===== config.mk =====
export PLATFORM = sky130hd
export DESIGN_NAME = smbus_gpio_port
export DESIGN_NICKNAME = d
export VERILOG_FILES = /design/src/rtl/smbgp_pkg.sv /design/src/rtl/smbgp_decode.sv /design/src/rtl/smbgp_lanes.sv /design/src/rtl/smbgp_pins.sv /design/src/rtl/smbus_gpio_port.sv
export SDC_FILE = /design/constraint.sdc
export NUM_CORES = 1
export LEC_CHECK = 0
export ABC_AREA = 1
export BUFFER_PORTS_ARGS = -buffer_cell sky130_fd_sc_hd__clkbuf_2
export CAP_MARGIN = 10
export CELL_PAD_IN_SITES_DETAIL_PLACEMENT = 1
export CELL_PAD_IN_SITES_GLOBAL_PLACEMENT = 2
export CORE_ASPECT_RATIO = 0.6
export CORE_MARGIN = 3
export CORE_UTILIZATION = 29
export CTS_CLUSTER_DIAMETER = 40
export DETAILED_ROUTE_END_ITERATION = 10
export GPL_TIMING_DRIVEN = 0
export PLACE_DENSITY = 0.8
export REMOVE_ABC_BUFFERS = 1
export SLEW_MARGIN = 10
export SYNTH_ARGS = -nofsm -noshare
export SYNTH_HDL_FRONTEND = slang
export SYNTH_SLANG_ARGS = --single-unit

===== constraint.sdc =====
create_clock -name clk -period 3.9 [get_ports clk]
set_input_delay 0.78 -clock clk [delete_from_list [all_inputs] [get_ports clk]]
set_output_delay 0.78 -clock clk [all_outputs]
set_load 0.05 [all_outputs]

===== src/rtl/smbgp_pkg.sv =====
// Package: shared constants for the byte-lane GPIO port.
// Assumes: lane numbering is fixed by the software view (0 in, 1 out, 2 dir).
package smbgp_pkg;
    localparam int LANE_W = 8;
    localparam int NUM_LANES = 3;

    typedef enum logic [1:0] {
        LANE_IN  = 2'd0,
        LANE_OUT = 2'd1,
        LANE_DIR = 2'd2
    } lane_e;

    localparam logic [LANE_W-1:0] MISS_BYTE = 8'hFF;
endpackage


===== src/rtl/smbgp_decode.sv =====
// Module: window decoder. Computes the offset of an access from the live base
// and flags a hit when it lands on one of the three lanes.
// Assumes: the base may change at any time; decode is purely combinational.
module smbgp_decode
    import smbgp_pkg::*;
#(
    parameter int ADDR_W = 16,
    parameter logic [ADDR_W-1:0] WIN_OFFSET = 16'h0038
) (
    input  logic [ADDR_W-1:0] base,
    input  logic [ADDR_W-1:0] addr,
    output logic              hit,
    output lane_e             lane
);
    logic [ADDR_W-1:0] rel;

    // Offset of the access relative to the window start, then range check.
    always_comb begin
        rel  = addr - base - WIN_OFFSET;
        hit  = (rel < ADDR_W'(NUM_LANES));
        lane = lane_e'(rel[1:0]);
    end
endmodule


===== src/rtl/smbgp_lanes.sv =====
// Module: lane register file. Holds input, output and direction lanes, the
// clock level, the deferred line-capture counter and the registered read port.
// Assumes: requests are one-cycle pulses; reads and writes never overlap.
module smbgp_lanes
    import smbgp_pkg::*;
#(
    parameter int SYNC_STAGES = 2
) (
    input  logic              clk,
    input  logic              rst_n,
    input  logic              acc_rd,
    input  logic              acc_wr,
    input  logic              hit,
    input  lane_e             lane,
    input  logic [LANE_W-1:0] wdata,
    input  logic              sda_sync,
    output logic [LANE_W-1:0] out_lane,
    output logic [LANE_W-1:0] dir_lane,
    output logic              scl_level,
    output logic [LANE_W-1:0] rd_data,
    output logic              rd_valid
);
    localparam int CAP_LOAD = SYNC_STAGES + 1;
    localparam int CAP_W    = $clog2(CAP_LOAD + 1);

    logic [LANE_W-1:0] in_q, out_q, dir_q, rdata_q, lane_cur, next_out, next_dir;
    logic [CAP_W-1:0]  cap_q;
    logic              scl_q, rdv_q, wr_change;

    // Select the currently addressed lane for compare and readback.
    always_comb begin
        case (lane)
            LANE_OUT: lane_cur = out_q;
            LANE_DIR: lane_cur = dir_q;
            default:  lane_cur = in_q;
        endcase
    end

    // Detect a write that actually changes a writable lane, and form next lanes.
    always_comb begin
        wr_change = acc_wr && hit && (lane != LANE_IN) && (wdata != lane_cur);
        next_out  = (wr_change && lane == LANE_OUT) ? wdata : out_q;
        next_dir  = (wr_change && lane == LANE_DIR) ? wdata : dir_q;
    end

    // Lane state, clock level and deferred capture of the synchronized line.
    always_ff @(posedge clk) begin
        if (!rst_n) begin
            in_q  <= '0;
            out_q <= '0;
            dir_q <= '0;
            scl_q <= 1'b1;
            cap_q <= '0;
        end else if (wr_change) begin
            out_q <= next_out;
            dir_q <= next_dir;
            in_q  <= '0;
            cap_q <= CAP_W'(CAP_LOAD);
            if (next_dir[1]) scl_q <= next_out[1];
        end else if (cap_q != '0) begin
            cap_q <= cap_q - 1'b1;
            if (cap_q == CAP_W'(1)) in_q[0] <= sda_sync;
        end
    end

    // Registered read port; misses return the all-ones byte.
    always_ff @(posedge clk) begin
        if (!rst_n) begin
            rdata_q <= '0;
            rdv_q   <= 1'b0;
        end else begin
            rdv_q <= acc_rd;
            if (acc_rd) rdata_q <= hit ? lane_cur : MISS_BYTE;
        end
    end

    assign out_lane  = out_q;
    assign dir_lane  = dir_q;
    assign scl_level = scl_q;
    assign rd_data   = rdata_q;
    assign rd_valid  = rdv_q;

    // Offset-0 write leaves output and direction lanes alone.
    assert_in_ro_R3: assert property (@(posedge clk) disable iff (!rst_n)
        (acc_wr && hit && lane == LANE_IN) |=> ($stable(out_q) && $stable(dir_q) && $stable(scl_q)));
    // A changing write empties the input lane on the next cycle.
    assert_clear_R4: assert property (@(posedge clk) disable iff (!rst_n)
        wr_change |=> (in_q == '0));
    // A write equal to the lane contents changes no state.
    assert_same_R5: assert property (@(posedge clk) disable iff (!rst_n)
        (acc_wr && hit && lane != LANE_IN && wdata == lane_cur)
        |=> ($stable(out_q) && $stable(dir_q) && $stable(scl_q)));
    // Clock level moves only on a changing write.
    assert_scl_hold_R7: assert property (@(posedge clk) disable iff (!rst_n)
        !wr_change |=> $stable(scl_q));
    // Upper input bits never become set.
    assert_in_upper_R8: assert property (@(posedge clk) disable iff (!rst_n)
        in_q[LANE_W-1:1] == '0);
    // Capture counter stays within its load value.
    assert_cap_range_R8: assert property (@(posedge clk) disable iff (!rst_n)
        cap_q <= CAP_W'(CAP_LOAD));
    // Out-of-window reads return the miss byte.
    assert_miss_R9: assert property (@(posedge clk) disable iff (!rst_n)
        (acc_rd && !hit) |=> (rd_valid && rd_data == MISS_BYTE));
endmodule


===== src/rtl/smbgp_pins.sv =====
// Module: pin stage. Synchronizes the wired-AND data line and forms the
// open-drain pull-low controls from the registered lanes.
// Assumes: the external line is asynchronous and idles high; reset value 1.
module smbgp_pins #(
    parameter int SYNC_STAGES = 2
) (
    input  logic clk,
    input  logic rst_n,
    input  logic sda_line,
    input  logic sda_out_bit,
    input  logic sda_dir_bit,
    input  logic scl_level,
    output logic sda_sync,
    output logic sda_pull_low,
    output logic scl_pull_low
);
    logic [SYNC_STAGES-1:0] sync_q;

    // Flop chain bringing the line into the clock domain.
    generate
        for (genvar i = 0; i < SYNC_STAGES; i++) begin : g_sync
            always_ff @(posedge clk) begin
                if (!rst_n) sync_q[i] <= 1'b1;
                else        sync_q[i] <= (i == 0) ? sda_line : sync_q[(i == 0) ? 0 : i-1];
            end
        end
    endgenerate

    // Open-drain controls: pull only when enabled and driving zero.
    always_comb begin
        sda_pull_low = sda_dir_bit && !sda_out_bit;
        scl_pull_low = !scl_level;
    end

    assign sda_sync = sync_q[SYNC_STAGES-1];
endmodule


===== src/rtl/smbus_gpio_port.sv =====
// Module: top of the byte-lane GPIO port with software-driven two-wire bus.
// Assumes: single-byte accesses only, one request per cycle at most.
module smbus_gpio_port
    import smbgp_pkg::*;
#(
    parameter int ADDR_W = 16,
    parameter logic [ADDR_W-1:0] WIN_OFFSET = 16'h0038,
    parameter int SYNC_STAGES = 2
) (
    input  logic              clk,
    input  logic              rst_n,
    input  logic [ADDR_W-1:0] win_base,
    input  logic              bus_sel,
    input  logic              bus_we,
    input  logic [ADDR_W-1:0] bus_addr,
    input  logic [7:0]        bus_wdata,
    output logic [7:0]        rd_data,
    output logic              rd_valid,
    input  logic              sda_line,
    output logic              sda_pull_low,
    output logic              scl_pull_low
);
    logic              hit, sda_sync, scl_level, acc_rd, acc_wr;
    lane_e             lane;
    logic [LANE_W-1:0] out_lane, dir_lane;

    // Split the request strobe into read and write pulses.
    always_comb begin
        acc_rd = bus_sel && !bus_we;
        acc_wr = bus_sel && bus_we;
    end

    smbgp_decode #(.ADDR_W(ADDR_W), .WIN_OFFSET(WIN_OFFSET)) u_decode (
        .base(win_base), .addr(bus_addr), .hit(hit), .lane(lane)
    );

    smbgp_lanes #(.SYNC_STAGES(SYNC_STAGES)) u_lanes (
        .clk(clk), .rst_n(rst_n), .acc_rd(acc_rd), .acc_wr(acc_wr),
        .hit(hit), .lane(lane), .wdata(bus_wdata), .sda_sync(sda_sync),
        .out_lane(out_lane), .dir_lane(dir_lane), .scl_level(scl_level),
        .rd_data(rd_data), .rd_valid(rd_valid)
    );

    smbgp_pins #(.SYNC_STAGES(SYNC_STAGES)) u_pins (
        .clk(clk), .rst_n(rst_n), .sda_line(sda_line),
        .sda_out_bit(out_lane[0]), .sda_dir_bit(dir_lane[0]),
        .scl_level(scl_level), .sda_sync(sda_sync),
        .sda_pull_low(sda_pull_low), .scl_pull_low(scl_pull_low)
    );

    // Turning data direction off releases the data line next cycle.
    assert_sda_release_R6: assert property (@(posedge clk) disable iff (!rst_n)
        (acc_wr && hit && lane == LANE_DIR && !bus_wdata[0]) |=> !sda_pull_low);
    // Reads always answer exactly one cycle later.
    assert_rd_timing_R2: assert property (@(posedge clk) disable iff (!rst_n)
        acc_rd |=> rd_valid);
    // A miss write leaves both pins untouched.
    assert_miss_wr_R9: assert property (@(posedge clk) disable iff (!rst_n)
        (acc_wr && !hit) |=> ($stable(sda_pull_low) && $stable(scl_pull_low)));
endmodule


==> qor.yml <==
cp_common_cell: "nand2_2"
cts_buffers: 5
synth_area_sq_um: 3144
fillCellCount: 1383
path_class: "in -> reg"
antenna_found_initial: 0
required_ps: 4060
die_x_um: 140.4
nets: 663
cp-start-kind: "input port"
worst_ir_drop_vdd_mv: 0.1904
critPathSlowestCell: "fa_1"
final_common_cell: "nand2_1"
synth-main-ff-cell: "dfxtp_1"
seq_area_sq_um: 620.6
fmax_mhz: 284.3
cts_root_buf: "clkbuf_16"
clk_latency_ps: 280
ios: 56
io_buffers: 55
syn_avg_cell_area_sq_um: 5.955
ant_nets: 0
ctsHoldBuffers: 0
ctsResizeCount: 0
dpl.hpwl_mm: 7.727
power_per_cell_area_nw_per_um2: 345.2
start_util: 0.3084
drive_gt1_frac: 0.1698
routed_via_density: 4.461
die_h_um: 86.66
status: "finished clean"
synth-async-reset-ratio: 0
crit_path_max_fanout: 14
fin_worst_skew_ps: 4.082
p_leak_nw: 2.151
multiInputGateArea_sq_um: 1976
htree_levels: 2
wl_per_cell_um: 12.63
holdWs_ps: 411.4
max-cap-violations: 0
insertedDiodeCount: 0
row_count: 28
grt_first_pass_wirelength_mm: 15.44
area_delta_synth_final_pct: 18.07
r2r_slack_ps: 1800
hold_class: "reg -> reg"
gr-usage-all-layers: 0.1556
postCtsSetupRepairBufs: 0
hold_depth: 1
synth_seq_area_share: 0.1974
finalMaxSlewViolations: 0
ys_ff_latch: 31
syn_inst: 528
drc: 0
layout_common_cells: "nand2_1 (142), inv_1 (133), clkbuf_2 (55)"
critPathArrivalTime_ps: 3680
core_area_sq_um: 10190
rsz0062_at_grt: "no"
clock_sinks: 31
worst_slew_pin_slew_ps: 511.2
routabilityCongestion: 0.8147
vias: 3203
design_area_sq_um: 3712
first_global_vias: 3190
min_period_over_period: 0.9018
clk_pin_slew_ps: 50
firstDrtPassIters: 4
reg2regPathDepth: 13
crit_path_cell_trace: "clkbuf_2 > inv_1 > ha_1 > ha_1 > fa_1 > nand2_2 > nand2_2 > nand3_1 > nand2_1 > nand2_1 > nand3_1 > nand2_2 > nand3_2 > nor2_4 > nand2_4 > nor2_4 > nand2_2 > o21ai_0 > a21oi_1"
hold_viol_final: 0
cts_tree: "yes"
synth_cell_type_count: 33
fin_crit_ps: 3517
endpoint_kind: "flip-flop"
relSlewSlack: 0.6588
clockBufferDepth: 2
max_stage_delay_ps: 490
yosys_warnings: 0
grt_max_degree: 18
synth_edf_count: 0
gr-total-overflow: 0
final_util: 0.3641
dpl-instance-area_sq_um: 3541
drtIter0Drc: 186
finalSetupViolations: 0
dieArea_sq_um: 12170
drt-total-wl_mm: 9.069
## synthesized netlist by cell type, types with 2 or more instances
cell type	number	area [sq um]
buf_4	2	15.01
dfxtp_1	31	620.6
nand3b_1	2	15.01
inv_1	133	499.2
nor2_1	22	82.58
nand2_1	142	533.0
inv_2	3	11.26
clkbuf_1	3	11.26
o21ai_0	19	95.09
nand3_2	3	30.03
xnor2_1	2	17.52
o21ai_1	4	20.02
nor2_2	8	50.05
nand4_1	12	75.07
or2_2	2	12.51
o21ai_2	2	17.52
nand2_2	8	50.05
a21oi_1	35	175.2
nand3_1	41	205.2
nor2_4	2	22.52
and2_1	3	18.77
buf_2	2	10.01
a21oi_2	2	17.52
ha_1	35	437.9
o31ai_1	2	15.01
## per-layer routing
metal	global-route usage	up-vias	wire, um	share of wire
li1	-	1735	-	-
met3	0.02536	3	414	0.046
met5	0	-	0	0
met4	0.01671	0	24	0.0026
met2	0.2188	54	3394	0.37
met1	0.2510	1411	5235	0.58
## final timing paths
kind | startpoint | to
min | u_pins.sync_q[0]$_SDFF_PN1_ | u_pins.sda_sync$_SDFF_PN1_
max | win_base[1] | u_lanes.out_lane[4]$_SDFFE_PN0P_
max reg2reg | u_lanes.dir_lane[6]$_SDFFE_PN0P_ | u_lanes.out_lane[4]$_SDFFE_PN0P_
min reg2reg | u_pins.sync_q[0]$_SDFF_PN1_ | u_pins.sda_sync$_SDFF_PN1_
## worst max-delay path, delay by kind of cell
family	cells	cell delay, ps
buffers and inverters	2	110
AOI/OAI and AO/OA	2	300
and+or+nand+nor	12	1430
adders and majority gates	3	1050
## logic make-up (layout without fill, tap and decap cells)
logic type / after synthesis / count (layout) / synth area share
compound gates: 64 / 64 / 0.1082
xor+xnor: 3 / 3 / 0.008358
fa+ha+maj: 36 / 36 / 0.1456
buf+inv: 145 / 200 / 0.1791
flops: 31 / 31 / 0.1974
mux: 1 / 1 / 0.003581
simple gates: 248 / 248 / 0.3577
## sequential cells by signal, summed over array words and instances, names as in the netlist
register,flops
u_lanes.cap_q,2
u_lanes.scl_level,1
u_lanes.rd_data,8
u_lanes.rd_valid,1
u_lanes.out_lane,8
u_pins.sda_sync,1
u_pins.sync_q,1
u_lanes.in_q,1
u_lanes.dir_lane,8
## final cells by class
class	count	share of cell area
repair buffers	55	0.07415
flip-flops and latches	31	0.1672
clock buffers	8	0.04213
well taps	135	0.04550
inverters	137	0.1389
multi-input cells	352	0.5322
## metrics by stage
stage	setup TNS [ps]	setup slack [ps]	total power, W	cells
global route	0	80.35	0.001392	718
floorplan	0	598.5	0.0007245	520
finish	0	382.8	0.001281	718
CTS	0	147.2	0.001297	718
global placement	-320.7	-61.26	0.0008543	710
detailed placement	-968.8	-143.3	0.0008710	710
## report_power, final
part           internal, W  switching (W)  total [W]
Sequential        0.000334     0.00000888   0.000343
Combinational     0.000179       0.000343   0.000522
Clock             0.000272       0.000145   0.000416
Note: power is estimated with default switching activity, not from simulation.
